<file path="src/rtl/rbs_pkg.sv">
package rbs_pkg;

    localparam int unsigned MAX_BURST  = 256;
    localparam int unsigned HALF_BYTES = 64;
    localparam int unsigned ALIGN_BYTES = 128;
    localparam int unsigned BLEN_W     = $clog2(MAX_BURST) + 1;
    localparam int unsigned HALF_BITS  = $clog2(HALF_BYTES);
    localparam int unsigned ALIGN_BITS = $clog2(ALIGN_BYTES);

    typedef enum logic [1:0] {
        SZ_64    = 2'd0,
        SZ_128   = 2'd1,
        SZ_256   = 2'd2,
        SZ_256_X = 2'd3
    } size_sel_e;

    function automatic logic [BLEN_W-1:0] cap_of(input logic [1:0] sel);
        logic [BLEN_W-1:0] c;
        case (size_sel_e'(sel))
            SZ_64:   c = BLEN_W'(64);
            SZ_128:  c = BLEN_W'(128);
            default: c = BLEN_W'(256);
        endcase
        return c;
    endfunction

endpackage

</file>
<file path="src/rtl/rbs_chunk_calc.sv">
module rbs_chunk_calc
    import rbs_pkg::*;
#(
    parameter int unsigned LEN_W = 16
) (
    input  logic [ALIGN_BITS-1:0] addr_lo,
    input  logic [LEN_W-1:0]      rem,
    input  logic [1:0]            size_sel,
    input  logic                  split_en,
    output logic [BLEN_W-1:0]     chunk_len
);
    logic [BLEN_W-1:0] cap;
    logic [BLEN_W-1:0] room;
    logic [BLEN_W-1:0] lim;
    logic              off_line;

    always_comb begin
        cap      = cap_of(size_sel);
        off_line = |addr_lo;
        room     = BLEN_W'(HALF_BYTES) - BLEN_W'(addr_lo[HALF_BITS-1:0]);
        lim      = (split_en && off_line) ? room : cap;
        if (rem < LEN_W'(lim)) chunk_len = rem[BLEN_W-1:0];
        else                   chunk_len = lim;
    end

endmodule

</file>
<file path="src/rtl/rbs_credit_ctr.sv">
module rbs_credit_ctr #(
    parameter int unsigned CFG_W    = 4,
    parameter int unsigned HARD_MAX = 12
) (
    input  logic             clk,
    input  logic             rst_n,
    input  logic [CFG_W-1:0] cfg_limit,
    input  logic             issue,
    input  logic             retire,
    output logic             can_issue
);
    localparam int unsigned CNT_W = $clog2(HARD_MAX + 1);

    typedef struct packed {
        logic [CNT_W-1:0] cnt;
    } cred_t;

    cred_t            c_q, c_d;
    logic [CNT_W-1:0] lim;
    logic             drop;

    always_comb begin
        if (int'(cfg_limit) > int'(HARD_MAX)) lim = CNT_W'(HARD_MAX);
        else if (cfg_limit == '0)             lim = CNT_W'(1);
        else                                  lim = CNT_W'(cfg_limit);
        can_issue = c_q.cnt < lim;
        drop      = retire && (c_q.cnt != '0);
        c_d       = c_q;
        c_d.cnt   = c_q.cnt + CNT_W'(issue) - CNT_W'(drop);
    end

    always_ff @(posedge clk) begin
        if (!rst_n) c_q <= '0;
        else        c_q <= c_d;
    end

endmodule

</file>
<file path="src/rtl/rd_burst_splitter.sv">
module rd_burst_splitter
    import rbs_pkg::*;
#(
    parameter int unsigned ADDR_W   = 32,
    parameter int unsigned LEN_W    = 16,
    parameter int unsigned CFG_W    = 4,
    parameter int unsigned HARD_MAX = 12
) (
    input  logic              clk,
    input  logic              rst_n,
    input  logic [CFG_W-1:0]  cfg_max_out,
    input  logic [1:0]        cfg_size_sel,
    input  logic              cfg_split_en,
    input  logic              req_valid,
    output logic              req_ready,
    input  logic [ADDR_W-1:0] req_addr,
    input  logic [LEN_W-1:0]  req_len,
    output logic              brst_valid,
    input  logic              brst_ready,
    output logic [ADDR_W-1:0] brst_addr,
    output logic [BLEN_W-1:0] brst_len,
    input  logic              cpl_pulse,
    output logic              req_done
);
    typedef struct packed {
        logic              busy;
        logic [ADDR_W-1:0] addr;
        logic [LEN_W-1:0]  rem;
        logic              done;
    } seq_t;

    seq_t              s_q, s_d;
    logic [BLEN_W-1:0] chunk_len;
    logic              can_issue;
    logic              fire;
    logic              last;

    rbs_chunk_calc #(.LEN_W(LEN_W)) u_calc (
        .addr_lo   (s_q.addr[ALIGN_BITS-1:0]),
        .rem       (s_q.rem),
        .size_sel  (cfg_size_sel),
        .split_en  (cfg_split_en),
        .chunk_len (chunk_len)
    );

    rbs_credit_ctr #(.CFG_W(CFG_W), .HARD_MAX(HARD_MAX)) u_cred (
        .clk       (clk),
        .rst_n     (rst_n),
        .cfg_limit (cfg_max_out),
        .issue     (fire),
        .retire    (cpl_pulse),
        .can_issue (can_issue)
    );

    always_comb begin
        brst_valid = s_q.busy && can_issue;
        fire       = brst_valid && brst_ready;
        last       = (LEN_W'(chunk_len) == s_q.rem);
        s_d        = s_q;
        s_d.done   = 1'b0;
        if (!s_q.busy) begin
            if (req_valid) begin
                if (req_len == '0) begin
                    s_d.done = 1'b1;
                end else begin
                    s_d.busy = 1'b1;
                    s_d.addr = req_addr;
                    s_d.rem  = req_len;
                end
            end
        end else if (fire) begin
            s_d.addr = s_q.addr + ADDR_W'(chunk_len);
            s_d.rem  = s_q.rem - LEN_W'(chunk_len);
            if (last) begin
                s_d.busy = 1'b0;
                s_d.done = 1'b1;
            end
        end
    end

    always_ff @(posedge clk) begin
        if (!rst_n) s_q <= '0;
        else        s_q <= s_d;
    end

    assign req_ready = !s_q.busy;
    assign brst_addr = s_q.addr;
    assign brst_len  = chunk_len;
    assign req_done  = s_q.done;

endmodule

</file>
<file path="config.mk">
export PLATFORM = sky130hd
export DESIGN_NAME = rd_burst_splitter
export DESIGN_NICKNAME = d
export VERILOG_FILES = /design/src/rtl/rbs_pkg.sv /design/src/rtl/rbs_chunk_calc.sv /design/src/rtl/rbs_credit_ctr.sv /design/src/rtl/rd_burst_splitter.sv
export SDC_FILE = /design/constraint.sdc
export NUM_CORES = 1
export LEC_CHECK = 0
export BUFFER_PORTS_ARGS = -buffer_cell sky130_fd_sc_hd__buf_4
export CAP_MARGIN = 20
export CORE_ASPECT_RATIO = 0.8
export CORE_MARGIN = 2
export CORE_UTILIZATION = 56
export CTS_CLUSTER_DIAMETER = 120
export DETAILED_ROUTE_END_ITERATION = 8
export PLACE_DENSITY = 0.79
export SLEW_MARGIN = 20
export SYNTH_ARGS = -nofsm -noshare
export SYNTH_HDL_FRONTEND = slang
export SYNTH_SLANG_ARGS = --single-unit
</file>
<file path="constraint.sdc">
create_clock -name clk -period 6.32 [get_ports clk]
set_clock_uncertainty 0.05 [all_clocks]
set_input_delay 0.632 -clock clk [delete_from_list [all_inputs] [get_ports clk]]
set_output_delay 0.632 -clock clk [all_outputs]
set_load 0.02 [all_outputs]
</file>
== After elaboration in Yosys (flattened, before gate mapping) ==
Cells that the tools add are included.

* Reductions and logical operators: 12
* Equality and inequality tests: 4
* Multiplexer cells: 12
* $add $sub $neg: 5
* Order comparisons: 3

{| class="wikitable"
|+ Operators with widths
! operator !! count
|-
| two-way mux 50 bit || 3
|-
| two-way mux 49 bit || 1
|-
| adder 32 x 9 -> 32 bit || 1
|-
| two-way mux 9 bit || 2
|-
| one-hot mux 9 bit (2 select lines) || 1
|-
| equality test 9 x 16 -> 1 bit || 1
|-
| zero test 16 bit || 1
|-
| < comparator 16 x 9 -> 1 bit || 1
|-
| subtractor 16 x 9 -> 16 bit || 1
|-
| two-way mux 4 bit || 2
|-
| subtractor 7 x 6 -> 8 bit, first input constant || 1
|-
| OR reduction 7 bit || 1
|-
| adder 4 x 1 -> 4 bit || 1
|-
| > comparator 4 bit, second input constant || 1
|-
| logical AND 1 bit || 4
|-
| zero test 4 bit || 1
|-
| < comparator 4 bit || 1
|-
| nonzero test 4 bit || 1
|-
| subtractor 4 x 1 -> 4 bit || 1
|-
| two-way mux 1 bit || 3
|-
| AND reduction 3 bit || 1
|-
| equality test 2 x 1 -> 1 bit, second input constant || 1
|-
| zero test 2 bit || 1
|-
| != test 2 x 1 -> 1 bit, second input constant || 1
|-
| 3 further kinds || 3
|}

* Logic and storage cells: 41
* Output and inout bits: 44
* Register bits after elaboration: 54
* Input port bits: 60

== Logic depth before layout (Yosys ltp) ==
Gate-level depths: netlist of the first run.

* Word-level depth: 9
* Depth in mapped cells: 25
* Depth with buffers taken out: 22

== Cells and area by module ==
A second synthesis of the first run with hierarchy kept.

* Cells, all modules: 568
* Area, all modules: 4495.6 µm²

{| class="wikitable"
|+ Modules (own cells, without submodules)
! module !! cells each !! times used !! area each (µm²) !! sequential area each (µm²)
|-
| rd_burst_splitter || 460 || 1 || 3622.2 || 1001.0
|-
| rbs_chunk_calc || 66 || 1 || 508.0 || 0.0
|-
| rbs_credit_ctr || 42 || 1 || 365.4 || 80.1
|}

== Worst setup path before layout of the first run ==
Ideal clock, no wire load.

* Path kind: flip-flop to flip-flop
* Start point: register s_q (netlist bit brst_addr[1])
* End point: register s_q[15] (netlist name)
* Required time: 6.196 ns
* Setup time: 0.074 ns
* Arrival time: 5.608 ns
* Path buffers: 2
* Slack: 0.588 ns
* Cell stages (with the launch flop): 23
* Clock period less this slack: 5.732 ns
* Path through: dfxtp_1 buf_1 inv_1 ha_1 or3b_2 o21ai_1 nand2b_1 ha_1 a21oi_1 nand2_1 or3_1 o21a_1 clkbuf_1 o21ai_0 ha_1 inv_1 ha_1 nor2_1 o21ai_0 a222oi_1 o21ai_2 or4_1 a31oi_1

* Longest elaborated chain between the ends: 8
* Elaborated cells on any way between the ends: 9
* Those cells by class: 2 x add/sub; 1 x order compare; 4 x mux; 2 x reduce/logical

{| class="wikitable"
|+ Ends and longest elaborated chain
! what !! line !! text
|-
| start, declared || rd_burst_splitter.sv:32 || <nowiki>seq_t s_q, s_d;</nowiki>
|-
| start signal, assigned || rd_burst_splitter.sv:82 || <nowiki>if (!rst_n) s_q <= '0;</nowiki>
|-
| start signal, assigned || rd_burst_splitter.sv:83 || <nowiki>else s_q <= s_d;</nowiki>
|-
| branches (longest 2 deep; another with subtractor 7 x 6 -> 8 bit) || -- ||
|-
| two-way mux 9 bit (*) || rbs_chunk_calc.sv:21 || <nowiki>lim = (split_en && off_line) ? room : cap;</nowiki>
|-
| < comparator 16 x 9 -> 1 bit || rbs_chunk_calc.sv:22 || <nowiki>if (rem < LEN_W'(lim)) chunk_len = rem[BLEN_W-1:0];</nowiki>
|-
| two-way mux 9 bit (*) || rbs_chunk_calc.sv:22 ||
|-
| net brst_len[0] || rd_burst_splitter.sv:21 || <nowiki>output logic [BLEN_W-1:0] brst_len,</nowiki>
|-
| subtractor 16 x 9 -> 16 bit (*) || rd_burst_splitter.sv:73 || <nowiki>s_d.rem = s_q.rem - LEN_W'(chunk_len);</nowiki>
|-
| two-way mux 50 bit (*) || rd_burst_splitter.sv:71 || <nowiki>end else if (fire) begin</nowiki>
|-
| two-way mux 50 bit (*) || rd_burst_splitter.sv:61 || <nowiki>if (!s_q.busy) begin</nowiki>
|}

Mark *: on every way through the listed nets, which the timed path passes. The select of a mux whose other input is x is not followed.
A chain may end at the register's enable or synchronous reset.

== Worst setup path in the final report of the first run ==
* Start point: register s_q (netlist bit brst_addr[1])
* End point: register s_q[15] (netlist name)

* Longest elaborated chain between the ends: 8
* Elaborated cells on any way between the ends: 9
* Those cells by class: 2 x add/sub; 1 x order compare; 4 x mux; 2 x reduce/logical

{| class="wikitable"
|+ Ends and longest elaborated chain
! what !! line
|-
| branches (longest 2 deep; another with subtractor 7 x 6 -> 8 bit) || --
|-
| two-way mux 9 bit (*) || rbs_chunk_calc.sv:21
|-
| < comparator 16 x 9 -> 1 bit || rbs_chunk_calc.sv:22
|-
| two-way mux 9 bit (*) || rbs_chunk_calc.sv:22
|-
| subtractor 16 x 9 -> 16 bit (*) || rd_burst_splitter.sv:73
|-
| two-way mux 50 bit (*) || rd_burst_splitter.sv:71
|-
| two-way mux 50 bit (*) || rd_burst_splitter.sv:61
|}

Mark *: on every way between the ends. The select of a mux whose other input is x is not followed.

==> impl_metrics.prom, run 1 <==
# TYPE chip_impl_metric gauge
chip_impl_metric{name="grt_start_max_net_pins",unit=""} 55
chip_impl_metric{name="vdd.ir_drop.worst",unit="mV"} 0.1344
chip_impl_metric{name="max_clock_freq",unit="GHz"} 0.1704
chip_impl_metric{name="avgRoutedWirePerCell",unit="microns"} 18.19
chip_impl_info{name="startpoint_kind_of_the_worst_setup_timing_path",value="flip-flop"} 1
chip_impl_metric{name="worst-path-buf-inv",unit=""} 2
chip_impl_metric{name="cp_data_arrival_time",unit="ns"} 6.07
chip_impl_metric{name="layout.core_utilization",unit=""} 0.6543
chip_impl_metric{name="postLayoutCellArea",unit="sq um"} 5502
chip_impl_info{name="worst_path_dominant_cell_family",value="compound AO/OA/AOI/OAI gates"} 1
chip_impl_info{name="cell_at_the_root_of_the_clock_tree",value="sky130_fd_sc_hd__clkbuf_8"} 1
chip_impl_metric{name="static_leakage",unit="uW"} 0.002262
chip_impl_metric{name="edff_count_synth",unit=""} 0
chip_impl_metric{name="place.detailed.instances",unit=""} 800
chip_impl_info{name="startpoint",value="brst_addr[1]"} 1
chip_impl_metric{name="dr.first_iter.drc_count",unit=""} 373
chip_impl_info{name="status",value="finished, final reports clean"} 1
chip_impl_metric{name="die_y",unit="microns"} 86.69
chip_impl_metric{name="synth_simple_gate_area_share",unit=""} 0.2267
chip_impl_metric{name="routed_wirelength",unit="microns"} 14690
chip_impl_metric{name="route.vias.total",unit=""} 5212
chip_impl_info{name="hold_start",value="s_q[49]"} 1
chip_impl_metric{name="tightest_slew",unit="ns"} 0.9284
chip_impl_metric{name="floorplan.core_area",unit="sq um"} 8408
chip_impl_info{name="timing.critical_path.to_type",value="flip-flop"} 1
chip_impl_metric{name="cts_max_level",unit=""} 2
chip_impl_metric{name="synth_adder_area_share",unit=""} 0.09150
chip_impl_metric{name="setup-violations-final",unit=""} 0
chip_impl_metric{name="synthesis.area",unit="sq um"} 4786
chip_impl_info{name="cell_breakdown_of_the_critical_path",value="inv_1 -> ha_1 -> or3b_2 -> o21ai_2 -> nand2b_1 -> ha_1 -> a21oi_1 -> nand2_1 -> or3_1 -> o21a_1 -> o21ai_1 -> ha_1 -> inv_1 -> ha_1 -> nor2_1 -> o21ai_0 -> a222oi_1 -> o21ai_2 -> or4_1 -> a31oi_1"} 1
chip_impl_metric{name="overall_track_demand_over_capacity_in_global_routing",unit=""} 0.3133
chip_impl_metric{name="ys_seq_area_frac",unit=""} 0.2259
chip_impl_metric{name="count_of_mapped_cells_out_of_synthesis",unit=""} 645
chip_impl_metric{name="postSynthAreaPerCell",unit="sq um"} 7.420
chip_impl_metric{name="final_critical_path_setup_slack",unit="ns"} 0.4504
chip_impl_metric{name="fp.dieArea",unit="sq um"} 9306
chip_impl_metric{name="layout_worst_path_cycle_share",unit=""} 0.9287
chip_impl_info{name="layout.cells.most_common",value="sky130_fd_sc_hd__buf_4"} 1
chip_impl_metric{name="overflow",unit=""} 0
chip_impl_metric{name="drive_gt1_frac",unit=""} 0.1940
chip_impl_metric{name="place.gp.congestion",unit=""} 0.9714
chip_impl_metric{name="nets",unit=""} 787
chip_impl_metric{name="fillerInstances",unit=""} 751
chip_impl_info{name="grt_setup_unrepaired",value="false"} 1
chip_impl_metric{name="number_of_rows_created_at_floorplan",unit=""} 30
chip_impl_metric{name="floorplan.io_pins",unit=""} 104
chip_impl_metric{name="detail_route.first_pass.iterations",unit=""} 5
chip_impl_metric{name="fin_tns_setup",unit="ns"} 0
chip_impl_metric{name="number_of_antenna_violations_at_the_first_check_in_global_routing",unit=""} 0
chip_impl_metric{name="synthXorXnorAreaFrac",unit=""} 0.02928
chip_impl_metric{name="timing.final.hold_violations",unit=""} 0
chip_impl_metric{name="slowest_stage_delay_cp",unit="ns"} 0.52
chip_impl_metric{name="synth-compound-area-share",unit=""} 0.3179
chip_impl_metric{name="via_per_inst",unit=""} 6.450
chip_impl_metric{name="grt_first_pass_wirelength",unit="microns"} 23400
chip_impl_metric{name="ys_seq_elements",unit=""} 54
chip_impl_info{name="highest_count_cells_in_the_layout_ignoring_fill_and_taps",value="sky130_fd_sc_hd__buf_4, sky130_fd_sc_hd__nand2_1, sky130_fd_sc_hd__dfxtp_1, sky130_fd_sc_hd__a21oi_1, sky130_fd_sc_hd__o21ai_0"} 1
chip_impl_metric{name="synth.mux.area_fraction",unit=""} 0.008889
chip_impl_info{name="worst_path_max_delay_cell",value="sky130_fd_sc_hd__or3b_2"} 1
chip_impl_metric{name="dpl_cell_area",unit="sq um"} 5379
chip_impl_metric{name="finish.cell_count_without_fillers",unit=""} 808
chip_impl_info{name="critical_path_s_most_frequent_cell",value="sky130_fd_sc_hd__ha_1"} 1
chip_impl_metric{name="power.density_cell_area",unit="nW/um^2"} 273.0
chip_impl_metric{name="final-max-slew-violation-count",unit=""} 0
chip_impl_metric{name="io_buffer_count",unit=""} 103
chip_impl_metric{name="cap_viol_max_count",unit=""} 0
chip_impl_info{name="regToRegStartpoint",value="brst_addr[1]"} 1
chip_impl_metric{name="area_growth_from_synthesis_to_layout",unit="%"} 14.95
chip_impl_info{name="worst-setup-path-type",value="reg2reg"} 1
chip_impl_metric{name="netlist-cell-type-count",unit=""} 70
chip_impl_metric{name="post-dp-hpwl",unit="microns"} 10900
chip_impl_info{name="hold_wc_path_type",value="reg2reg"} 1
chip_impl_metric{name="fin_crit",unit="ns"} 5.870
chip_impl_info{name="dominant_combinational_cell_family_by_area_after_synthesis",value="compound AO/OA/AOI/OAI gates"} 1
chip_impl_metric{name="yosys_warnings",unit=""} 0
chip_impl_metric{name="pre_cts_slack",unit="ns"} 0.3042
chip_impl_metric{name="synth.net_count",unit=""} 737
chip_impl_metric{name="worst-endpoint-required",unit="ns"} 6.52
chip_impl_metric{name="antennaDiodeCount",unit=""} 0
chip_impl_metric{name="path_clk_slew",unit="ns"} 0.11
chip_impl_metric{name="dieWidth",unit="microns"} 107.4
chip_impl_metric{name="slew-limit-headroom",unit=""} 0.3802
chip_impl_metric{name="insertion_delay",unit="ns"} 0.33
chip_impl_metric{name="cts-root-to-sink-buffers",unit=""} 2
chip_impl_metric{name="ys_async_sr_fraction",unit=""} 0
chip_impl_metric{name="drtAntennaViolNets",unit=""} 0
chip_impl_metric{name="crit_path_max_fanout",unit=""} 14
chip_impl_info{name="main_synth_ff_type",value="sky130_fd_sc_hd__dfxtp_1"} 1
chip_impl_metric{name="via_count_of_the_first_global_routing_pass",unit=""} 4731
chip_impl_metric{name="start_util",unit=""} 0.5692
chip_impl_metric{name="clkSinkCount",unit=""} 54
chip_impl_metric{name="drcViolationCount",unit=""} 0
chip_impl_metric{name="cts_hold_buf",unit=""} 0
chip_impl_info{name="cts_tree",value="yes"} 1
chip_impl_metric{name="number_of_buffers_created_by_cts",unit=""} 5
## registers in the layout (all words and copies together) (netlist names)
| name | count |
|---|---|
| req_done | 1 |
| s_q | 17 |
| brst_addr | 32 |
| u_cred.c_q | 4 |
## metrics by stage
step                      power, uW  hold WS [ns]
after floorplan                1018        0.4065
after global placement         1227        0.4191
after detailed placement       1242        0.4307
after CTS                      1490        0.4572
after global routing           1606        0.4991
final                          1502        0.4516
## cells in the mapped netlist, types with 5 or more instances
library cell                n  area (sq um)
sky130_fd_sc_hd__nand2_1   70         262.8
sky130_fd_sc_hd__dfxtp_1   54          1081
sky130_fd_sc_hd__a21oi_1   44         220.2
sky130_fd_sc_hd__o21ai_0   43         215.2
sky130_fd_sc_hd__nor2_1    37         138.9
sky130_fd_sc_hd__buf_4     33         247.7
sky130_fd_sc_hd__ha_1      31         387.9
sky130_fd_sc_hd__a31oi_1   30         187.7
sky130_fd_sc_hd__clkbuf_1  29         108.9
sky130_fd_sc_hd__inv_1     24         90.09
sky130_fd_sc_hd__nand3_1   24         120.1
sky130_fd_sc_hd__a22oi_1   21         157.7
sky130_fd_sc_hd__or3_1     16         100.1
sky130_fd_sc_hd__o211ai_1  13         97.59
sky130_fd_sc_hd__a21o_1    10         75.07
sky130_fd_sc_hd__and3_1    10         62.56
sky130_fd_sc_hd__nand4_1   10         62.56
sky130_fd_sc_hd__or4_1     10         75.07
sky130_fd_sc_hd__xnor2_1   10         87.58
sky130_fd_sc_hd__and2_1     9         56.30
sky130_fd_sc_hd__o21a_1     9         67.56
sky130_fd_sc_hd__nand2b_1   6         37.54
sky130_fd_sc_hd__nor4_1     6         37.54
sky130_fd_sc_hd__xor2_1     6         52.55
sky130_fd_sc_hd__a211oi_1   5         37.54
sky130_fd_sc_hd__o221ai_1   5         43.79
## per-layer routing
metal	global-route usage	share of wire	vias to the layer above
met4	0.06294	0.011	0
met5	0	0	-
li1	-	-	2499
met3	0.05113	0.078	17
met2	0.5000	0.45	240
met1	0.4496	0.46	2456
## cell families after synthesis
kind of cell	after synthesis
AOI/OAI and AO/OA	228
and+or+nand+nor	215
buffers and inverters	93
DFF	54
adders and majority gates	35
xor gates and xnor gates	16
muxes	4
## repair_timing
| action | 4_1_cts | 5_1_grt |
|---|---|---|
| resized for setup | 0 | 3 |
| buffers inserted | 0 | 0 |
| setup endpoints to repair | 0 | 5 |
## worst register-to-register path, delay by kind of cell (launching register included)
| family | cells | cell delay [ns] |
|---|---|---|
| adder cells (fa/ha/maj) | 4 | 1.17 |
| AND/OR/NAND/NOR | 6 | 1.78 |
| flip-flops | 1 | 0.45 |
| buffers and inverters | 2 | 0.22 |
| AO/OA/AOI/OAI | 8 | 2.16 |
## worst paths after layout
| check | slack [ns] | to | depth (start not counted) |
|---|---|---|---|
| max | 0.45 | s_q[15] | 20 |
| min | 0.45 | s_q[49] | 2 |
| max reg2reg | 0.45 | s_q[15] | 20 |
| min reg2reg | 0.45 | s_q[49] | 2 |
## layout make-up
type                       instances  area (sq um)  area share
inverter                          25         93.84     0.01706
tap                              112         140.1     0.02547
clock inverter                     3         47.55    0.008642
timing repair buffer             111         833.3      0.1515
clock buffer                       5         68.82     0.01251
multi-input combinational        498          3237      0.5884
sequential                        54          1081      0.1965
## report_power, final
group	internal, uW	switching [uW]	total, uW
Clock	120	131	252
Combinational	331	477	807
Sequential	382	61.1	443
(Power assumes the default switching activity.)
==> inputs of run 2 (changes only) <==
--- a/config.mk
+++ b/config.mk
@@ -13,6 +13,7 @@
 export CTS_CLUSTER_DIAMETER = 120
 export DETAILED_ROUTE_END_ITERATION = 8
 export PLACE_DENSITY = 0.79
+export RECOVER_POWER = 100
 export SLEW_MARGIN = 20
 export SYNTH_ARGS = -nofsm -noshare
 export SYNTH_HDL_FRONTEND = slang
==> run 2 against run 1 <==
Critical path depth stayed put. Fmax is 1.1% lower. Largest power group unchanged. Die area stayed put. Combinational power is 2.7% lower. Final cell count stayed put. Register-to-register slack worse by 0.06 ns. Routed wire length is 0.63% higher. Global-route usage stayed put. Clock power hardly changed. The flow now finishes with violations (max-capacitance violations).
==> impl_metrics.prom, run 2 (synthesis results as in run 1) <==
# TYPE chip_impl_metric gauge
chip_impl_info{name="worst_path_max_delay_cell",value="sky130_fd_sc_hd__or3b_2"} 1
chip_impl_metric{name="route.vias.total",unit=""} 5214
chip_impl_metric{name="largest_register_ffs",unit=""} 32
chip_impl_metric{name="timing.final.hold_violations",unit=""} 0
chip_impl_info{name="status",value="complete, but fails checks"} 1
chip_impl_metric{name="pre_cts_slack",unit="ns"} 0.3042
chip_impl_metric{name="cp_data_arrival_time",unit="ns"} 6.14
chip_impl_info{name="highest_count_cells_in_the_layout_ignoring_fill_and_taps",value="sky130_fd_sc_hd__nand2_1, sky130_fd_sc_hd__buf_4, sky130_fd_sc_hd__dfxtp_1, sky130_fd_sc_hd__a21oi_1, sky130_fd_sc_hd__clkbuf_1"} 1
chip_impl_metric{name="cts_setup_buffers",unit=""} 0
chip_impl_metric{name="power.density_cell_area",unit="nW/um^2"} 277.4
chip_impl_info{name="startpoint_kind_of_the_worst_setup_timing_path",value="flip-flop"} 1
chip_impl_info{name="cell_breakdown_of_the_critical_path",value="inv_1 -> ha_1 -> or3b_2 -> o21ai_2 -> nand2b_1 -> ha_1 -> a21oi_1 -> nand2_1 -> or3_1 -> o21a_1 -> o21ai_1 -> ha_1 -> inv_1 -> ha_1 -> nor2_1 -> o21ai_0 -> a222oi_1 -> o21ai_1 -> or4_1 -> a31oi_1"} 1
chip_impl_info{name="worst_path_dominant_cell_family",value="compound AO/OA/AOI/OAI gates"} 1
chip_impl_info{name="violations_in_the_final_reports",value="max-capacitance violations"} 1
chip_impl_metric{name="via_per_inst",unit=""} 6.453
chip_impl_metric{name="fp.dieArea",unit="sq um"} 9306
chip_impl_metric{name="max_clock_freq",unit="GHz"} 0.1686
chip_impl_metric{name="crit_path_max_fanout",unit=""} 14
chip_impl_metric{name="antennaDiodeCount",unit=""} 0
chip_impl_metric{name="overall_track_demand_over_capacity_in_global_routing",unit=""} 0.3133
chip_impl_info{name="critical_path_s_most_frequent_cell",value="sky130_fd_sc_hd__ha_1"} 1
chip_impl_metric{name="die_y",unit="microns"} 86.69
chip_impl_metric{name="setup-violations-final",unit=""} 0
chip_impl_info{name="regToRegStartpoint",value="brst_addr[1]"} 1
chip_impl_info{name="worst-setup-path-type",value="reg2reg"} 1
chip_impl_metric{name="static_leakage",unit="uW"} 0.002081
chip_impl_info{name="cts_tree",value="yes"} 1
chip_impl_metric{name="area.sequential",unit="sq um"} 1081
chip_impl_metric{name="clkSinkCount",unit=""} 54
chip_impl_info{name="cell_at_the_root_of_the_clock_tree",value="sky130_fd_sc_hd__clkbuf_8"} 1
chip_impl_metric{name="worst-endpoint-required",unit="ns"} 6.52
chip_impl_metric{name="place.detailed.instances",unit=""} 800
chip_impl_metric{name="layout_worst_path_cycle_share",unit=""} 0.9387
chip_impl_metric{name="dr.first_iter.drc_count",unit=""} 391
chip_impl_metric{name="final_critical_path_setup_slack",unit="ns"} 0.3875
chip_impl_metric{name="number_of_rows_created_at_floorplan",unit=""} 30
chip_impl_info{name="hold_start",value="s_q[49]"} 1
chip_impl_info{name="startpoint",value="brst_addr[1]"} 1
chip_impl_metric{name="layout.core_utilization",unit=""} 0.6342
chip_impl_metric{name="fin_tns_setup",unit="ns"} 0
chip_impl_metric{name="cts_max_level",unit=""} 2
chip_impl_metric{name="post-dp-hpwl",unit="microns"} 10900
chip_impl_metric{name="number_of_buffers_created_by_cts",unit=""} 5
chip_impl_metric{name="floorplan.io_pins",unit=""} 104
chip_impl_metric{name="worst-path-buf-inv",unit=""} 2
chip_impl_metric{name="place.gp.congestion",unit=""} 0.9714
chip_impl_metric{name="multiInputGateArea",unit="sq um"} 3233
chip_impl_metric{name="start_util",unit=""} 0.5692
chip_impl_metric{name="cap_viol_max_count",unit=""} 1
chip_impl_metric{name="area_growth_from_synthesis_to_layout",unit="%"} 11.42
chip_impl_metric{name="path_clk_slew",unit="ns"} 0.11
chip_impl_metric{name="overflow",unit=""} 0
chip_impl_metric{name="drcViolationCount",unit=""} 0
chip_impl_metric{name="tightest_slew",unit="ns"} 1.499
chip_impl_metric{name="io_buffer_count",unit=""} 103
chip_impl_metric{name="drive_gt1_frac",unit=""} 0.1293
chip_impl_metric{name="cts-root-to-sink-buffers",unit=""} 2
chip_impl_metric{name="routed_wirelength",unit="microns"} 14790
chip_impl_info{name="layout.cells.most_common",value="sky130_fd_sc_hd__nand2_1"} 1
chip_impl_info{name="hold_wc_path_type",value="reg2reg"} 1
chip_impl_metric{name="number_of_antenna_violations_at_the_first_check_in_global_routing",unit=""} 0
chip_impl_metric{name="dieWidth",unit="microns"} 107.4
chip_impl_metric{name="avgRoutedWirePerCell",unit="microns"} 18.30
chip_impl_metric{name="grt_start_max_net_pins",unit=""} 55
chip_impl_metric{name="fin_crit",unit="ns"} 5.932
chip_impl_metric{name="slew-limit-headroom",unit=""} 0.0007470
chip_impl_metric{name="detail_route.first_pass.iterations",unit=""} 5
chip_impl_metric{name="drtAntennaViolNets",unit=""} 0
chip_impl_metric{name="final-max-slew-violation-count",unit=""} 0
chip_impl_metric{name="finish.cell_count_without_fillers",unit=""} 808
chip_impl_info{name="timing.critical_path.to_type",value="flip-flop"} 1
chip_impl_metric{name="insertion_delay",unit="ns"} 0.33
chip_impl_metric{name="grt_first_pass_wirelength",unit="microns"} 23400
chip_impl_metric{name="vdd.ir_drop.worst",unit="mV"} 0.1308
chip_impl_metric{name="fillerInstances",unit=""} 810
chip_impl_metric{name="slowest_stage_delay_cp",unit="ns"} 0.52
chip_impl_metric{name="via_count_of_the_first_global_routing_pass",unit=""} 4731
chip_impl_info{name="grt_setup_unrepaired",value="false"} 1
chip_impl_metric{name="floorplan.core_area",unit="sq um"} 8408
chip_impl_metric{name="nets",unit=""} 787
-- run 2: timing repair --
action	4_1_cts	5_1_grt
hold buffers	0	0
resized for setup	0	3
setup endpoints to repair	0	5
-- run 2: worst register-to-register path, cell delays in order, from the launching register on --
cell and delay, ns:
sky130_fd_sc_hd__dfxtp_1 0.45, sky130_fd_sc_hd__inv_1 0.14, sky130_fd_sc_hd__ha_1 0.21, sky130_fd_sc_hd__or3b_2 0.52, sky130_fd_sc_hd__o21ai_2 0.24, sky130_fd_sc_hd__nand2b_1 0.16
sky130_fd_sc_hd__ha_1 0.35, sky130_fd_sc_hd__a21oi_1 0.24, sky130_fd_sc_hd__nand2_1 0.08, sky130_fd_sc_hd__or3_1 0.44, sky130_fd_sc_hd__o21a_1 0.35, sky130_fd_sc_hd__o21ai_1 0.30
sky130_fd_sc_hd__ha_1 0.37, sky130_fd_sc_hd__inv_1 0.08, sky130_fd_sc_hd__ha_1 0.24, sky130_fd_sc_hd__nor2_1 0.18, sky130_fd_sc_hd__o21ai_0 0.18, sky130_fd_sc_hd__a222oi_1 0.47
sky130_fd_sc_hd__o21ai_1 0.22, sky130_fd_sc_hd__or4_1 0.43, sky130_fd_sc_hd__a31oi_1 0.17
-- run 2: final timing paths --
| check | slack (ns) | endpoint | cells past startpoint |
|---|---|---|---|
| max | 0.39 | s_q[15] | 20 |
| min | 0.45 | s_q[49] | 2 |
| max reg2reg | 0.39 | s_q[15] | 20 |
| min reg2reg | 0.45 | s_q[49] | 2 |
-- run 2: area by class of cell --
type	instances	share of cell area
multi-input cells	498	0.6063
repair buffers	111	0.1253
flip-flops and latches	54	0.2027
clock inverters	3	0.008916
well taps	112	0.02628
clock buffers	5	0.01290
inverters	25	0.01760
-- run 2: metrics by stage --
step                power [uW]  instance area (sq um)  hold WS [ns]
finish                    1479                   5333        0.4523
global route              1579                   5333        0.4991
CTS                       1490                   5495        0.4572
detailed placement        1242                   5379        0.4307
global placement          1227                   5379        0.4191
floorplan                 1018                   4786        0.4065
-- run 2: power by group --
group          total (uW)  switching, uW  internal (uW)
clock                 252            131            120
combinational         785            478            307
sequential            443           61.2            382
total                1480            670            809
-- run 2: per-layer routing --
metal | GRT usage | vias up | part of all wire
met2 | 0.5000 | 259 | 0.45
li1 | - | 2499 | -
met4 | 0.06294 | 0 | 0.011
met3 | 0.05113 | 19 | 0.086
met1 | 0.4496 | 2437 | 0.45
met5 | 0 | - | 0
